===== src/rtl/line_irq_pkg.sv =====
// Package: register addresses and widths shared by the interrupt unit.
// Assumes one data byte per register and a byte-wide address space.
package line_irq_pkg;
    localparam int ADDR_W = 8;
    localparam logic [ADDR_W-1:0] A_LIVE  = 8'h10;
    localparam logic [ADDR_W-1:0] A_TYPE  = 8'h11;
    localparam logic [ADDR_W-1:0] A_POLHI = 8'h12;
    localparam logic [ADDR_W-1:0] A_POLLO = 8'h13;
    localparam logic [ADDR_W-1:0] A_LCLR  = 8'h14;
    localparam logic [ADDR_W-1:0] A_ENSET = 8'h15;
    localparam logic [ADDR_W-1:0] A_ENCLR = 8'h16;
    localparam logic [ADDR_W-1:0] A_LSTS  = 8'h18;
endpackage


===== src/rtl/line_irq_sync.sv =====
// Module: multi-stage synchronizer for the raw interrupt inputs.
// Assumes the inputs are asynchronous; the last stage is the only output.
module line_irq_sync #(
    parameter int LINES  = 8,
    parameter int STAGES = 2
) (
    input  logic             clk,
    input  logic             rst_n,
    input  logic [LINES-1:0] d_in,
    output logic [LINES-1:0] q_out
);
    logic [LINES-1:0] stg [STAGES];

    // Shift the inputs through the synchronizer stages.
    always_ff @(posedge clk) begin
        if (!rst_n) begin
            for (int i = 0; i < STAGES; i++) stg[i] <= '0;
        end else begin
            stg[0] <= d_in;
            for (int i = 1; i < STAGES; i++) stg[i] <= stg[i-1];
        end
    end

    assign q_out = stg[STAGES-1];
endmodule


===== src/rtl/line_irq_detect.sv =====
// Module: per-line edge or level detection.
// Assumes s_in is synchronous to clk. It produces a one-cycle set condition per
// line and the live status bit (synchronized level for edge lines, the
// condition for level lines).
module line_irq_detect #(
    parameter int LINES = 8
) (
    input  logic             clk,
    input  logic             rst_n,
    input  logic [LINES-1:0] s_in,
    input  logic [LINES-1:0] is_edge,
    input  logic [LINES-1:0] pol_hi,
    input  logic [LINES-1:0] pol_lo,
    output logic [LINES-1:0] set_cond,
    output logic [LINES-1:0] live
);
    logic [LINES-1:0] prev;

    // Remember last cycle's synchronized level for edge detection.
    always_ff @(posedge clk) begin
        if (!rst_n) prev <= '0;
        else        prev <= s_in;
    end

    for (genvar n = 0; n < LINES; n++) begin : g_line
        logic rise, fall, lvl;
        // Form the per-line edge and level terms.
        always_comb begin
            rise        = s_in[n] & ~prev[n];
            fall        = ~s_in[n] & prev[n];
            lvl         = (pol_hi[n] & s_in[n]) | (pol_lo[n] & ~s_in[n]);
            set_cond[n] = is_edge[n] ? ((pol_hi[n] & rise) | (pol_lo[n] & fall)) : lvl;
            live[n]     = is_edge[n] ? s_in[n] : lvl;
        end

        // A level line with no polarity selected must stay quiet.
        assert_quiet_R5: assert property (@(posedge clk) disable iff (!rst_n)
            (!is_edge[n] && !pol_hi[n] && !pol_lo[n]) |-> !set_cond[n]);
        // An edge line fires only when the level moved.
        assert_edgeonly_R4: assert property (@(posedge clk) disable iff (!rst_n)
            (is_edge[n] && set_cond[n]) |-> (s_in[n] != prev[n]));
    end
endmodule


===== src/rtl/line_irq_regs.sv =====
// Module: register port with auto-incrementing address, configuration,
// enable and latch storage. Assumes one beat per cycle at most; a beat with
// first=1 restarts the address from bus_addr.
module line_irq_regs
    import line_irq_pkg::*;
#(
    parameter int LINES = 8
) (
    input  logic              clk,
    input  logic              rst_n,
    input  logic              sel,
    input  logic              first,
    input  logic              we,
    input  logic [ADDR_W-1:0] addr,
    input  logic [LINES-1:0]  wdata,
    input  logic [LINES-1:0]  set_cond,
    input  logic [LINES-1:0]  live,
    output logic [LINES-1:0]  rdata,
    output logic [LINES-1:0]  cfg_edge,
    output logic [LINES-1:0]  cfg_hi,
    output logic [LINES-1:0]  cfg_lo,
    output logic [LINES-1:0]  en_q,
    output logic [LINES-1:0]  lat_q
);
    logic [ADDR_W-1:0] ptr;
    logic [ADDR_W-1:0] eff;
    logic              wr, rd, mapped;
    logic [LINES-1:0]  clr_mask;
    logic [LINES-1:0]  rmux;

    // Resolve the beat's address and decode its kind.
    always_comb begin
        eff      = first ? addr : ptr;
        wr       = sel & we;
        rd       = sel & ~we;
        clr_mask = (wr && eff == A_LCLR) ? wdata : '0;
        mapped   = (eff >= A_LIVE && eff <= A_ENCLR) || eff == A_LSTS;
    end

    // Advance the access pointer past each accepted beat.
    always_ff @(posedge clk) begin
        if (!rst_n)   ptr <= '0;
        else if (sel) ptr <= eff + 1'b1;
    end

    // Load the detection configuration registers.
    always_ff @(posedge clk) begin
        if (!rst_n) begin
            cfg_edge <= '0;
            cfg_hi   <= '0;
            cfg_lo   <= '0;
        end else if (wr) begin
            if (eff == A_TYPE)  cfg_edge <= wdata;
            if (eff == A_POLHI) cfg_hi   <= wdata;
            if (eff == A_POLLO) cfg_lo   <= wdata;
        end
    end

    // Set or clear enables through the paired addresses.
    always_ff @(posedge clk) begin
        if (!rst_n)                        en_q <= '0;
        else if (wr && eff == A_ENSET)     en_q <= en_q | wdata;
        else if (wr && eff == A_ENCLR)     en_q <= en_q & ~wdata;
    end

    // Latch detected events; a new condition beats a clear.
    always_ff @(posedge clk) begin
        if (!rst_n) lat_q <= '0;
        else        lat_q <= (lat_q & ~clr_mask) | set_cond;
    end

    // Select the readable register at the beat's address.
    always_comb begin
        case (eff)
            A_LIVE:  rmux = live;
            A_TYPE:  rmux = cfg_edge;
            A_POLHI: rmux = cfg_hi;
            A_POLLO: rmux = cfg_lo;
            A_ENSET: rmux = en_q;
            A_LSTS:  rmux = lat_q;
            default: rmux = '0;
        endcase
    end

    // Register read data on read beats and hold it otherwise.
    always_ff @(posedge clk) begin
        if (!rst_n)  rdata <= '0;
        else if (rd) rdata <= rmux;
    end

    // Cleared bits without a new condition end up low.
    assert_clear_R6: assert property (@(posedge clk) disable iff (!rst_n)
        (wr && eff == A_LCLR) |=> ((lat_q & $past(wdata & ~set_cond)) == '0));
    // Any condition leaves its latch set, even under a clear.
    assert_setwins_R7: assert property (@(posedge clk) disable iff (!rst_n)
        (|set_cond) |=> ((lat_q & $past(set_cond)) == $past(set_cond)));
    // Enable-set ones appear in the bitmap.
    assert_enset_R3: assert property (@(posedge clk) disable iff (!rst_n)
        (wr && eff == A_ENSET) |=> ((en_q & $past(wdata)) == $past(wdata)));
    // Writes to read-only or unmapped addresses change no setting.
    assert_ignore_R10: assert property (@(posedge clk) disable iff (!rst_n)
        (wr && (!mapped || eff == A_LIVE || eff == A_LSTS)) |=>
        ($stable(cfg_edge) && $stable(cfg_hi) && $stable(cfg_lo) && $stable(en_q)));
endmodule


===== src/rtl/line_irq_unit.sv =====
// Module: top of the eight-line peripheral interrupt unit.
// Assumes raw_irq is asynchronous; all else is synchronous to clk with a
// synchronous active-low reset.
module line_irq_unit
    import line_irq_pkg::*;
#(
    parameter int LINES       = 8,
    parameter int SYNC_STAGES = 2
) (
    input  logic              clk,
    input  logic              rst_n,
    input  logic [LINES-1:0]  raw_irq,
    input  logic              bus_sel,
    input  logic              bus_first,
    input  logic              bus_we,
    input  logic [ADDR_W-1:0] bus_addr,
    input  logic [LINES-1:0]  bus_wdata,
    output logic [LINES-1:0]  bus_rdata,
    output logic              irq_req
);
    logic [LINES-1:0] s_lvl, set_cond, live;
    logic [LINES-1:0] cfg_edge, cfg_hi, cfg_lo, en_q, lat_q;

    line_irq_sync #(.LINES(LINES), .STAGES(SYNC_STAGES)) sync_i (
        .clk(clk), .rst_n(rst_n), .d_in(raw_irq), .q_out(s_lvl));

    line_irq_detect #(.LINES(LINES)) det_i (
        .clk(clk), .rst_n(rst_n), .s_in(s_lvl), .is_edge(cfg_edge),
        .pol_hi(cfg_hi), .pol_lo(cfg_lo), .set_cond(set_cond), .live(live));

    line_irq_regs #(.LINES(LINES)) regs_i (
        .clk(clk), .rst_n(rst_n), .sel(bus_sel), .first(bus_first), .we(bus_we),
        .addr(bus_addr), .wdata(bus_wdata), .set_cond(set_cond), .live(live),
        .rdata(bus_rdata), .cfg_edge(cfg_edge), .cfg_hi(cfg_hi), .cfg_lo(cfg_lo),
        .en_q(en_q), .lat_q(lat_q));

    // Combine enabled latched events into the single request.
    assign irq_req = |(lat_q & en_q);

    // No enabled line means no request.
    assert_noirq_R8: assert property (@(posedge clk) disable iff (!rst_n)
        (en_q == '0) |-> !irq_req);
    // A latched and enabled line raises the request.
    assert_irq_R8: assert property (@(posedge clk) disable iff (!rst_n)
        ($past(set_cond & en_q) != '0 && $stable(en_q)) |-> irq_req);
endmodule


===== config.mk =====
export PLATFORM = sky130hd
export DESIGN_NAME = line_irq_unit
export DESIGN_NICKNAME = d
export VERILOG_FILES = /design/src/rtl/line_irq_pkg.sv /design/src/rtl/line_irq_sync.sv /design/src/rtl/line_irq_detect.sv /design/src/rtl/line_irq_regs.sv /design/src/rtl/line_irq_unit.sv
export SDC_FILE = /design/constraint.sdc
export NUM_CORES = 1
export LEC_CHECK = 0
export BUFFER_PORTS_ARGS = -buffer_cell sky130_fd_sc_hd__buf_4
export CAP_MARGIN = 20
export CORE_UTILIZATION = 40
export DETAILED_ROUTE_END_ITERATION = 10
export PLACE_DENSITY_LB_ADDON = 0.08
export RECOVER_POWER = 50
export SETUP_SLACK_MARGIN = 0.3
export SLEW_MARGIN = 15
export SYNTH_ARGS = -nofsm -noshare
export SYNTH_HDL_FRONTEND = slang
export SYNTH_SLANG_ARGS = --single-unit

===== constraint.sdc =====
create_clock -name clk -period 6.1 [get_ports clk]
set_input_delay 1.22 -clock clk [delete_from_list [all_inputs] [get_ports clk]]
set_output_delay 1.22 -clock clk [all_outputs]
set_load 0.02 [all_outputs]

==> results.py, run 1 <==
metrics = {
    "floorplanning": {
        "dieArea_um2": 10800,
        "ios": 38,
        "die_x_um": 103.9,
        "coreArea_um2": 9910,
        "die_h_um": 103.9,
        "fp-row-count": 36,
        "initial_core_util_pct": 41.92,
    },
    "timing": {
        "slew_headroom_pct": -64.39,
        "max_freq_mhz": 235.9,
        "worst_slack_ns": 1.860,
        "rsz0062_at_grt": "no",
        "maxSlewViolCount": 96,
        "finClkSkew_ns": 0.005510,
        "fin_crit_sh_pct": 69.50,
        "setup_viol": 0,
        "hold_viol": 0,
        "worstMarginPinSlew_ns": 2.466,
        "tns_ns": 0,
        "period_minus_slack_ns": 4.240,
    },
    "worst_setup_path": {
        "critPathRequiredTime_ns": 6.39,
        "critPathCaptureType": "register",
        "critPathKind": "in2reg",
        "critPathMaxStageDelay_ns": 1.72,
        "path_max_fanout": 62,
        "cpMaxStageDelayCell": "clkbuf_1",
        "critPathArrivalTime_ns": 4.53,
        "critical_path_buf_inv_count": 3,
        "cpLargestDelayFamily": "buffers and inverters",
        "path_cells": "clkbuf_1, inv_1, clkbuf_1, nor4_1, o211a_1, a311o_1",
        "startpoint_type": "input pin",
        "critPathMostFrequentCell": "clkbuf_1",
    },
    "power_and_ir_drop": {
        "power_switching_uw": 291.2,
        "power.leakage_uw": 0.001641,
        "pwr-share-comb_pct": 12.3,
        "pwr_density_cell_nw_per_um2": 235.4,
        "internal_power_uw": 798.7,
        "power_frac_clock_pct": 37.6,
        "seqPwrFrac_pct": 50.1,
        "vdd_drop_max_uv": 96.51,
        "swShare_pct": 26.72,
    },
    "logic_synthesis": {
        "async_flop_share_pct": 0,
        "ys_seq_area_share_pct": 38.55,
        "synth_seq_cells": 80,
        "synth_edf_count": 0,
        "synth_area_um2": 4154,
        "yosys.area_share.simple_pct": 20.15,
        "yosys_warnings": 0,
        "muxShareOfSynthArea_pct": 4.127,
        "synth_top_family_by_area": "compound AO/OA/AOI/OAI gates",
        "synth_cell_types": 49,
        "yosys.area_share.adder_pct": 1.205,
        "synth-compound-area-share_pct": 28.43,
        "synth.avg_cell_area_um2": 8.654,
        "syn_inst": 480,
        "postSynthNetCount": 513,
        "synth-xor-area-share_pct": 1.687,
        "synthFlopType": "dfxtp_1",
    },
    "cts": {
        "path_clk_slew_ns": 0.08,
        "cts_tree": "done",
        "ctsHoldBuffers": 0,
        "cts_buffer_depth": 2,
        "cts.htree.levels": 3,
        "cts_setup_buffers": 0,
        "cts_made_buffers": 9,
        "post_cts_resized": 0,
        "clk_latency_ns": 0.35,
        "clockRootBuffer": "clkbuf_8",
        "numClockSinks": 80,
    },
    "global_routing": {
        "grt_usage_pct": 22.26,
        "grt_pass1_wl_um": 19180,
        "antenna_found_initial": 0,
        "grt-ovfl-total": 0,
        "grt_pass1_vias": 3478,
        "grt_start_max_net_pins": 63,
    },
    "final_layout": {
        "n_antenna_cell": 0,
        "drive_above_1_share_pct": 12.50,
        "area_growth_pct": 11.48,
        "fin_area_um2": 4631,
        "fillers": 1001,
        "mostFrequentLayoutCells": "dfxtp_1, a21oi_1, o21ai_0",
        "multi_input_area_um2": 2315,
        "nets": 525,
        "layoutNonFillerInstCount": 629,
        "regArea_um2": 1602,
        "mostFrequentLayoutCell": "dfxtp_1",
    },
    "route": {
        "drtAntennaViolNets": 0,
        "drcViolationCount": 0,
        "firstDrtPassIters": 5,
        "first_iter_violations": 316,
        "vias": 3849,
        "wirelength_um": 11910,
        "avgRoutedWirePerCell_um": 18.93,
        "vias_per_cell": 6.119,
    },
    "outcome": {
        "violations": "max-capacitance violations, max-slew violations",
        "status": "complete, but fails checks",
    },
    "place": {
        "gp_congestion": 0.8063,
        "place_inst": 614,
        "numPortBuffers": 37,
        "place_ws_ns": 2.079,
        "placed_area_um2": 4466,
        "dp_hpwl_um": 7388,
    },
    "min_path": {
        "hold_path.class": "reg2reg",
    },
    "job": {
        "max_cap_viol_count": 2,
    },
}
==> power groups by stage <==
stage                     registers (µW)  logic (µW)  clock network, µW
after floorplan                      558        81.7                  0
after global placement               558         134                  0
after detailed placement             558         135                  0
after CTS                            546         135                422
after global routing                 548         144                444
final                                546         134                410
==> Yosys cell counts (all sizes together) (2+ instances only) <==
cell type   n  area share (%)
clkbuf     33             3.0
a22oi       6             1.1
nand4      29             4.4
nand2      18             1.6
nor2        4            0.36
ha          4             1.2
buf         9             1.4
and2       27             4.1
a211oi      2            0.36
or3b       13             2.8
xnor2       8             1.7
a31oi      12             1.8
dfxtp      80              39
mux2i      16             3.9
nand3      18             2.2
or3         2            0.30
and3        2            0.30
o21ai      35             4.2
a222oi      9             2.2
nor2b      10             1.5
nor3        7            0.84
a41o        9             2.2
a21boi      9             1.6
nand3b      5            0.90
nor4        5            0.75
a21oi      37             4.5
inv        16             1.4
a22o        2            0.45
o211a       3            0.72
a41oi      15             3.2
o31ai      25             4.5
==> layer usage <==
layer	global-route usage, %	up-vias	share of wire [%]
met5	0	-	0
met1	34.02	1847	50
met3	4.950	7	6.4
li1	-	1863	-
met4	3.673	0	0.63
met2	32.00	132	43
==> worst reg2reg max path, stage by stage (launching register included) <==
cell and delay, ns:
dfxtp_1 0.36, mux2i_1 0.12, inv_1 0.10, ha_1 0.72, inv_1 0.51, a211oi_1 0.40, mux2i_1 0.22, a21oi_1 0.08
==> path summary, 6_finish.rpt <==
path | start | endpoint | slack, ns | cells after the start
worst max register to register | regs_i.ptr[1] | regs_i.ptr[6] | 3.40 | 7
worst min-delay path | sync_i.stg[0][7] | sync_i.stg[0][15] | 0.44 | 1
worst max-delay path | rst_n | regs_i.ptr[7] | 1.86 | 6
worst min register to register | sync_i.stg[0][7] | sync_i.stg[0][15] | 0.44 | 1
==> layout make-up <==
| cell class | instances | area share (%) |
|---|---|---|
| multi-input cells | 342 | 49.99 |
| flip-flops and latches | 80 | 34.59 |
| repair buffers | 43 | 6.079 |
| clock buffers | 13 | 3.648 |
| well taps | 133 | 3.594 |
| inverters | 16 | 1.297 |
| clock inverters | 2 | 0.8106 |
==> sequential cells by signal (all words and copies together) (netlist names), named ones only <==
signal and flops:
regs_i.cfg_lo 8, regs_i.cfg_hi 8, det_i.prev 8, regs_i.lat_q 8, regs_i.ptr 8, sync_i.stg 16, regs_i.cfg_edge 8, regs_i.rdata 8
==> logic make-up after synthesis <==
group	Yosys count
xor gates and xnor gates	8
adders and majority gates	4
DFF	80
and+or+nand+nor	141
buffers and inverters	58
muxes	17
AOI/OAI and AO/OA	172
==> through the flow <==
stage | total power [µW] | utilization [%] | hold slack [ns]
floorplan | 639.4 | - | 0.4119
global placement | 692.4 | 44.99 | 0.4126
detailed placement | 693.2 | 45.06 | 0.4203
CTS | 1104 | 47.15 | 0.4411
global route | 1137 | 46.73 | 0.4477
finish | 1090 | 46.73 | 0.4350
(Power assumes the default switching activity.)
==> run 2: changes to the inputs <==
==> constraint.sdc (replaced) <==
create_clock -name clk -period 4.09 [get_ports clk]
set_input_delay 0.818 -clock clk [delete_from_list [all_inputs] [get_ports clk]]
set_output_delay 0.818 -clock clk [all_outputs]
set_load 0.02 [all_outputs]
==> run 2 against run 1 <==
  * The run now ends clean
  * Wire length increased by 2.8%
  * Die area unchanged
  * Combinational power increased by 55%
  * Power increased by 49%
  * Setup slack got worse by 0.63 ns
  * Utilization increased by 0.37 points
  * Final cell count increased by 0.95%
  * Critical path type unchanged
  * Largest cell class unchanged
  * Largest power group unchanged
==> results.py, run 2 (synthesized netlist as in run 1, its figures left out) <==
metrics = {
    "route": {
        "drcViolationCount": 0,
        "drtAntennaViolNets": 0,
        "first_iter_violations": 264,
        "firstDrtPassIters": 5,
        "avgRoutedWirePerCell_um": 19.27,
        "wirelength_um": 12240,
        "vias_per_cell": 6.175,
        "vias": 3921,
    },
    "timing": {
        "hold_viol": 0,
        "maxSlewViolCount": 0,
        "max_freq_mhz": 349.6,
        "fin_crit_sh_pct": 69.93,
        "period_minus_slack_ns": 2.860,
        "rsz0062_at_grt": "no",
        "finClkSkew_ns": 0.008350,
        "worst_slack_ns": 1.230,
        "setup_viol": 0,
        "tns_ns": 0,
        "worstMarginPinSlew_ns": 0.9058,
        "slew_headroom_pct": 39.61,
    },
    "cts": {
        "cts_made_buffers": 9,
        "clockRootBuffer": "clkbuf_8",
        "cts_tree": "done",
        "ctsHoldBuffers": 0,
        "cts_setup_buffers": 0,
        "numClockSinks": 80,
        "post_cts_resized": 0,
        "cts_buffer_depth": 2,
        "cts.htree.levels": 3,
        "clk_latency_ns": 0.35,
        "path_clk_slew_ns": 0.08,
    },
    "floorplanning": {
        "dieArea_um2": 10800,
        "coreArea_um2": 9910,
        "ios": 38,
        "fp-row-count": 36,
        "die_h_um": 103.9,
        "die_x_um": 103.9,
        "initial_core_util_pct": 41.92,
    },
    "place": {
        "place_ws_ns": 0.8859,
        "numPortBuffers": 37,
        "dp_hpwl_um": 7812,
        "gp_congestion": 0.8073,
    },
    "power_and_ir_drop": {
        "power_frac_clock_pct": 36.8,
        "seqPwrFrac_pct": 50.4,
        "power.leakage_uw": 0.001670,
        "internal_power_uw": 1152,
        "pwr_density_cell_nw_per_um2": 346.9,
        "vdd_drop_max_uv": 203.2,
        "swShare_pct": 28.84,
        "pwr-share-comb_pct": 12.8,
        "power_switching_uw": 466.8,
    },
    "final_layout": {
        "top_register": "sync_i.stg",
        "largest_reg_flops": 16,
        "mostFrequentLayoutCells": "dfxtp_1, buf_4, a21oi_1",
        "n_antenna_cell": 0,
        "mostFrequentLayoutCell": "dfxtp_1",
        "drive_above_1_share_pct": 13.94,
        "area_growth_pct": 12.35,
        "nets": 530,
    },
    "worst_setup_path": {
        "reg2reg_depth": 5,
        "path_max_fanout": 36,
        "critPathCaptureType": "register",
        "critPathKind": "in2reg",
        "critPathArrivalTime_ns": 3.12,
        "critPathRequiredTime_ns": 4.35,
        "startpoint_type": "input pin",
    },
    "global_routing": {
        "grt_start_max_net_pins": 63,
        "grt_pass1_vias": 3698,
        "grt_usage_pct": 23.23,
        "grt-ovfl-total": 0,
        "grt_pass1_wl_um": 19950,
        "antenna_found_initial": 0,
    },
    "min_path": {
        "whs_path_depth": 1,
        "hold_path.class": "reg2reg",
    },
    "outcome": {
        "status": "finished, final reports clean",
    },
    "job": {
        "max_cap_viol_count": 0,
    },
}
[run 2: cell types whose count changed in the layout (fill, tap and decap cells not counted), moves of 2 or more]
cell	delta
buf_4	+7
clkbuf_1	-2
clkbuf_8	-3
and2_0	-3
and2_1	+3
[run 2: worst paths after layout]
check	from	to	slack, ns
worst max-delay path	bus_first	regs_i.rdata[1]	1.23
worst min-delay path	sync_i.stg[0][3]	sync_i.stg[0][11]	0.44
worst max register to register	regs_i.ptr[4]	regs_i.lat_q[3]	1.51
worst min register to register	sync_i.stg[0][3]	sync_i.stg[0][11]	0.44
[run 2: per-layer routing]
| layer | vias up | part of all wire, % | track usage [%] |
|---|---|---|---|
| met5 | - | 0 | 0 |
| met4 | 0 | 1.6 | 7.041 |
| met3 | 17 | 6.1 | 3.070 |
| met2 | 159 | 44 | 35.48 |
| met1 | 1871 | 49 | 33.87 |
| li1 | 1874 | - | - |
[run 2: per-stage QoR]
step	cells	area, µm²	utilization (%)	total power (µW)	hold slack [ns]
floorplan	480	4154	-	953.7	0.4119
global placement	619	4503	45.44	1042	0.4140
detailed placement	619	4503	45.44	1042	0.4203
CTS	635	4698	47.41	1631	0.4421
global route	635	4667	47.10	1691	0.4624
finish	635	4667	47.10	1619	0.4360
[run 2: cell type report]
type                       instances  area [µm²]
clock buffer                      10       127.6
fill                            1010        5243
timing repair buffer              48       326.6
inverter                          16       60.06
tap                              133       166.4
clock inverter                     6       67.56
multi-input combinational        342        2317
sequential                        80        1602
[run 2: power by group through the flow]
stage | combinational, µW | sequential [µW] | clock, µW
2_1_floorplan | 122 | 832 | 0
3_3_place_gp | 208 | 834 | 0
3_5_place_dp | 209 | 834 | 0
4_1_cts | 209 | 815 | 606
5_1_grt | 225 | 819 | 647
6_report | 208 | 815 | 596
[run 2: worst max-delay path, stage by stage]
cell,delay (ns)
buf_4,0.28
mux2_1,0.41
inv_1,0.21
ha_1,0.44
buf_4,0.25
a21boi_1,0.16
buf_4,0.22
nand3_1,0.09
a41oi_1,0.23
==> run 3: changes to the inputs <==
==> constraint.sdc (replaced) <==
create_clock -name clk -period 2.5 [get_ports clk]
set_input_delay 0.5 -clock clk [delete_from_list [all_inputs] [get_ports clk]]
set_output_delay 0.5 -clock clk [all_outputs]
set_load 0.02 [all_outputs]
==> run 3 against run 2 <==
  * Clock-buffer cell count up 1
  * Setup slack worse by 0.85 ns
  * Worst hold slack got worse by 0.092 ns
  * Utilization grew 1.4 points
  * Non-clock buffer count grew 9
  * Wire length decreased by 3.4%
  * Die area is the same
  * Final cell count increased by 1.4%
  * Power increased by 60%
  * Clock power is 50% higher
  * Register-to-register slack worse by 1.1 ns
  * Combinational power rose by 76%
  * Critical path type is now reg2reg
==> results.py, run 3 (synthesized netlist as in run 1, its figures left out) <==
metrics = {
    "floorplanning": {
        "die_h_um": 103.9,
        "die_x_um": 103.9,
        "fp-row-count": 36,
        "initial_core_util_pct": 41.92,
        "ios": 38,
        "coreArea_um2": 9910,
        "dieArea_um2": 10800,
    },
    "cts": {
        "cts_setup_buffers": 0,
        "numClockSinks": 80,
        "clockRootBuffer": "clkbuf_8",
        "clk_latency_ns": 0.36,
        "path_clk_slew_ns": 0.09,
        "ctsHoldBuffers": 0,
        "cts.htree.levels": 3,
        "cts_made_buffers": 9,
        "post_cts_resized": 0,
        "cts_buffer_depth": 2,
        "cts_tree": "done",
    },
    "worst_setup_path": {
        "path_max_fanout": 16,
        "r2r_setup_slack_ns": 0.38,
        "critPathRequiredTime_ns": 2.80,
        "critPathKind": "reg2reg",
        "critPathMostFrequentCell": "buf_4",
        "cp_num_cells": 6,
        "cpMaxStageDelayCell": "or3b_2",
        "reg2reg_depth": 6,
        "worstReg2RegStart": "regs_i.ptr[3]",
        "critPathArrivalTime_ns": 2.42,
        "path_cells": "or3b_2, a222oi_1, buf_4, and2_1, buf_4, a41o_1",
        "critPathMaxStageDelay_ns": 0.52,
        "critical_path_buf_inv_count": 2,
        "cpLargestDelayFamily": "simple AND/OR/NAND/NOR gates",
        "startpoint_type": "register",
        "cp-startpoint": "regs_i.ptr[3]",
        "critPathCaptureType": "register",
    },
    "global_routing": {
        "grt_usage_pct": 21.96,
        "antenna_found_initial": 0,
        "grt_pass1_vias": 3482,
        "grt_start_max_net_pins": 63,
        "grt_pass1_wl_um": 18940,
        "grt-ovfl-total": 0,
    },
    "route": {
        "vias_per_cell": 6.126,
        "vias": 3945,
        "avgRoutedWirePerCell_um": 18.35,
        "firstDrtPassIters": 7,
        "wirelength_um": 11820,
        "drtAntennaViolNets": 0,
        "first_iter_violations": 346,
        "drcViolationCount": 0,
    },
    "final_layout": {
        "largest_reg_flops": 16,
        "top_register": "sync_i.stg",
        "mostFrequentLayoutCells": "dfxtp_1, buf_4, a21oi_1",
        "n_antenna_cell": 0,
        "fillers": 963,
        "nets": 539,
        "mostFrequentLayoutCell": "dfxtp_1",
        "drive_above_1_share_pct": 16.83,
        "area_growth_pct": 15.66,
    },
    "power_and_ir_drop": {
        "seqPwrFrac_pct": 51.4,
        "vdd_drop_max_uv": 426.2,
        "swShare_pct": 29.35,
        "pwr_density_cell_nw_per_um2": 539.6,
        "power_frac_clock_pct": 34.5,
        "power_switching_uw": 760.9,
        "pwr-share-comb_pct": 14.2,
        "power.leakage_uw": 0.001701,
        "internal_power_uw": 1832,
    },
    "timing": {
        "worst_slack_ns": 0.3795,
        "fin_crit_sh_pct": 84.82,
        "slew_headroom_pct": 26.66,
        "maxSlewViolCount": 0,
        "max_freq_mhz": 471.6,
        "hold_viol": 0,
        "fin_hold_ws_ns": 0.3440,
        "setup_viol": 0,
        "tns_ns": 0,
        "period_minus_slack_ns": 2.121,
        "finClkSkew_ns": 0.008958,
        "rsz0062_at_grt": "no",
        "worstMarginPinSlew_ns": 1.100,
    },
    "place": {
        "place_ws_ns": 0.1601,
        "numPortBuffers": 37,
        "gp_congestion": 0.7822,
        "dp_hpwl_um": 7829,
    },
    "min_path": {
        "hold_path.class": "in2reg",
    },
    "job": {
        "max_cap_viol_count": 0,
    },
    "outcome": {
        "status": "finished, final reports clean",
    },
}
run 3: final cells by class:
cell class | count | area (µm²) | area share, %
clock buffer | 11 | 141.4 | 2.943
clock inverter | 5 | 40.04 | 0.8333
sequential | 80 | 1602 | 33.33
tap | 133 | 166.4 | 3.464
timing repair buffer | 57 | 410.4 | 8.542
multi-input combinational | 342 | 2385 | 49.64
inverter | 16 | 60.06 | 1.250
run 3: how the worst min path moves through the flow:
stage                      from  cells after the start  slack, ns                end
6_report             raw_irq[0]                      2       0.34   sync_i.stg[0][0]
2_1_floorplan  sync_i.stg[0][2]                      1       0.41  sync_i.stg[0][10]
5_1_grt              raw_irq[6]                      2       0.33   sync_i.stg[0][6]
4_1_cts              raw_irq[0]                      2       0.33   sync_i.stg[0][0]
3_5_place_dp   sync_i.stg[0][2]                      1       0.42  sync_i.stg[0][10]
3_3_place_gp   sync_i.stg[0][7]                      1       0.41  sync_i.stg[0][15]
run 3: power groups by stage:
stage | Clock [µW] | Sequential [µW] | Combinational [µW]
after floorplan | 0 | 1360 | 226
after global placement | 0 | 1360 | 369
after detailed placement | 0 | 1360 | 371
after CTS | 920 | 1330 | 372
after global routing | 966 | 1340 | 395
final | 893 | 1330 | 367
run 3: per-layer routing:
metal	wire, µm	GRT usage [%]
met1	5980	34.05
met2	4919	31.05
met3	811	3.947
met4	108	5.000
met5	0	0
run 3: stage by stage:
| step | utilization [%] | instance area, µm² | power (µW) | instances |
|---|---|---|---|---|
| after detailed placement | 47.08 | 4666 | 1732 | 628 |
| after CTS | 48.91 | 4847 | 2624 | 644 |
| final | 48.48 | 4805 | 2592 | 644 |
| after global placement | 47.08 | 4666 | 1730 | 628 |
| after floorplan | - | 4312 | 1588 | 480 |
| after global routing | 48.48 | 4805 | 2698 | 644 |
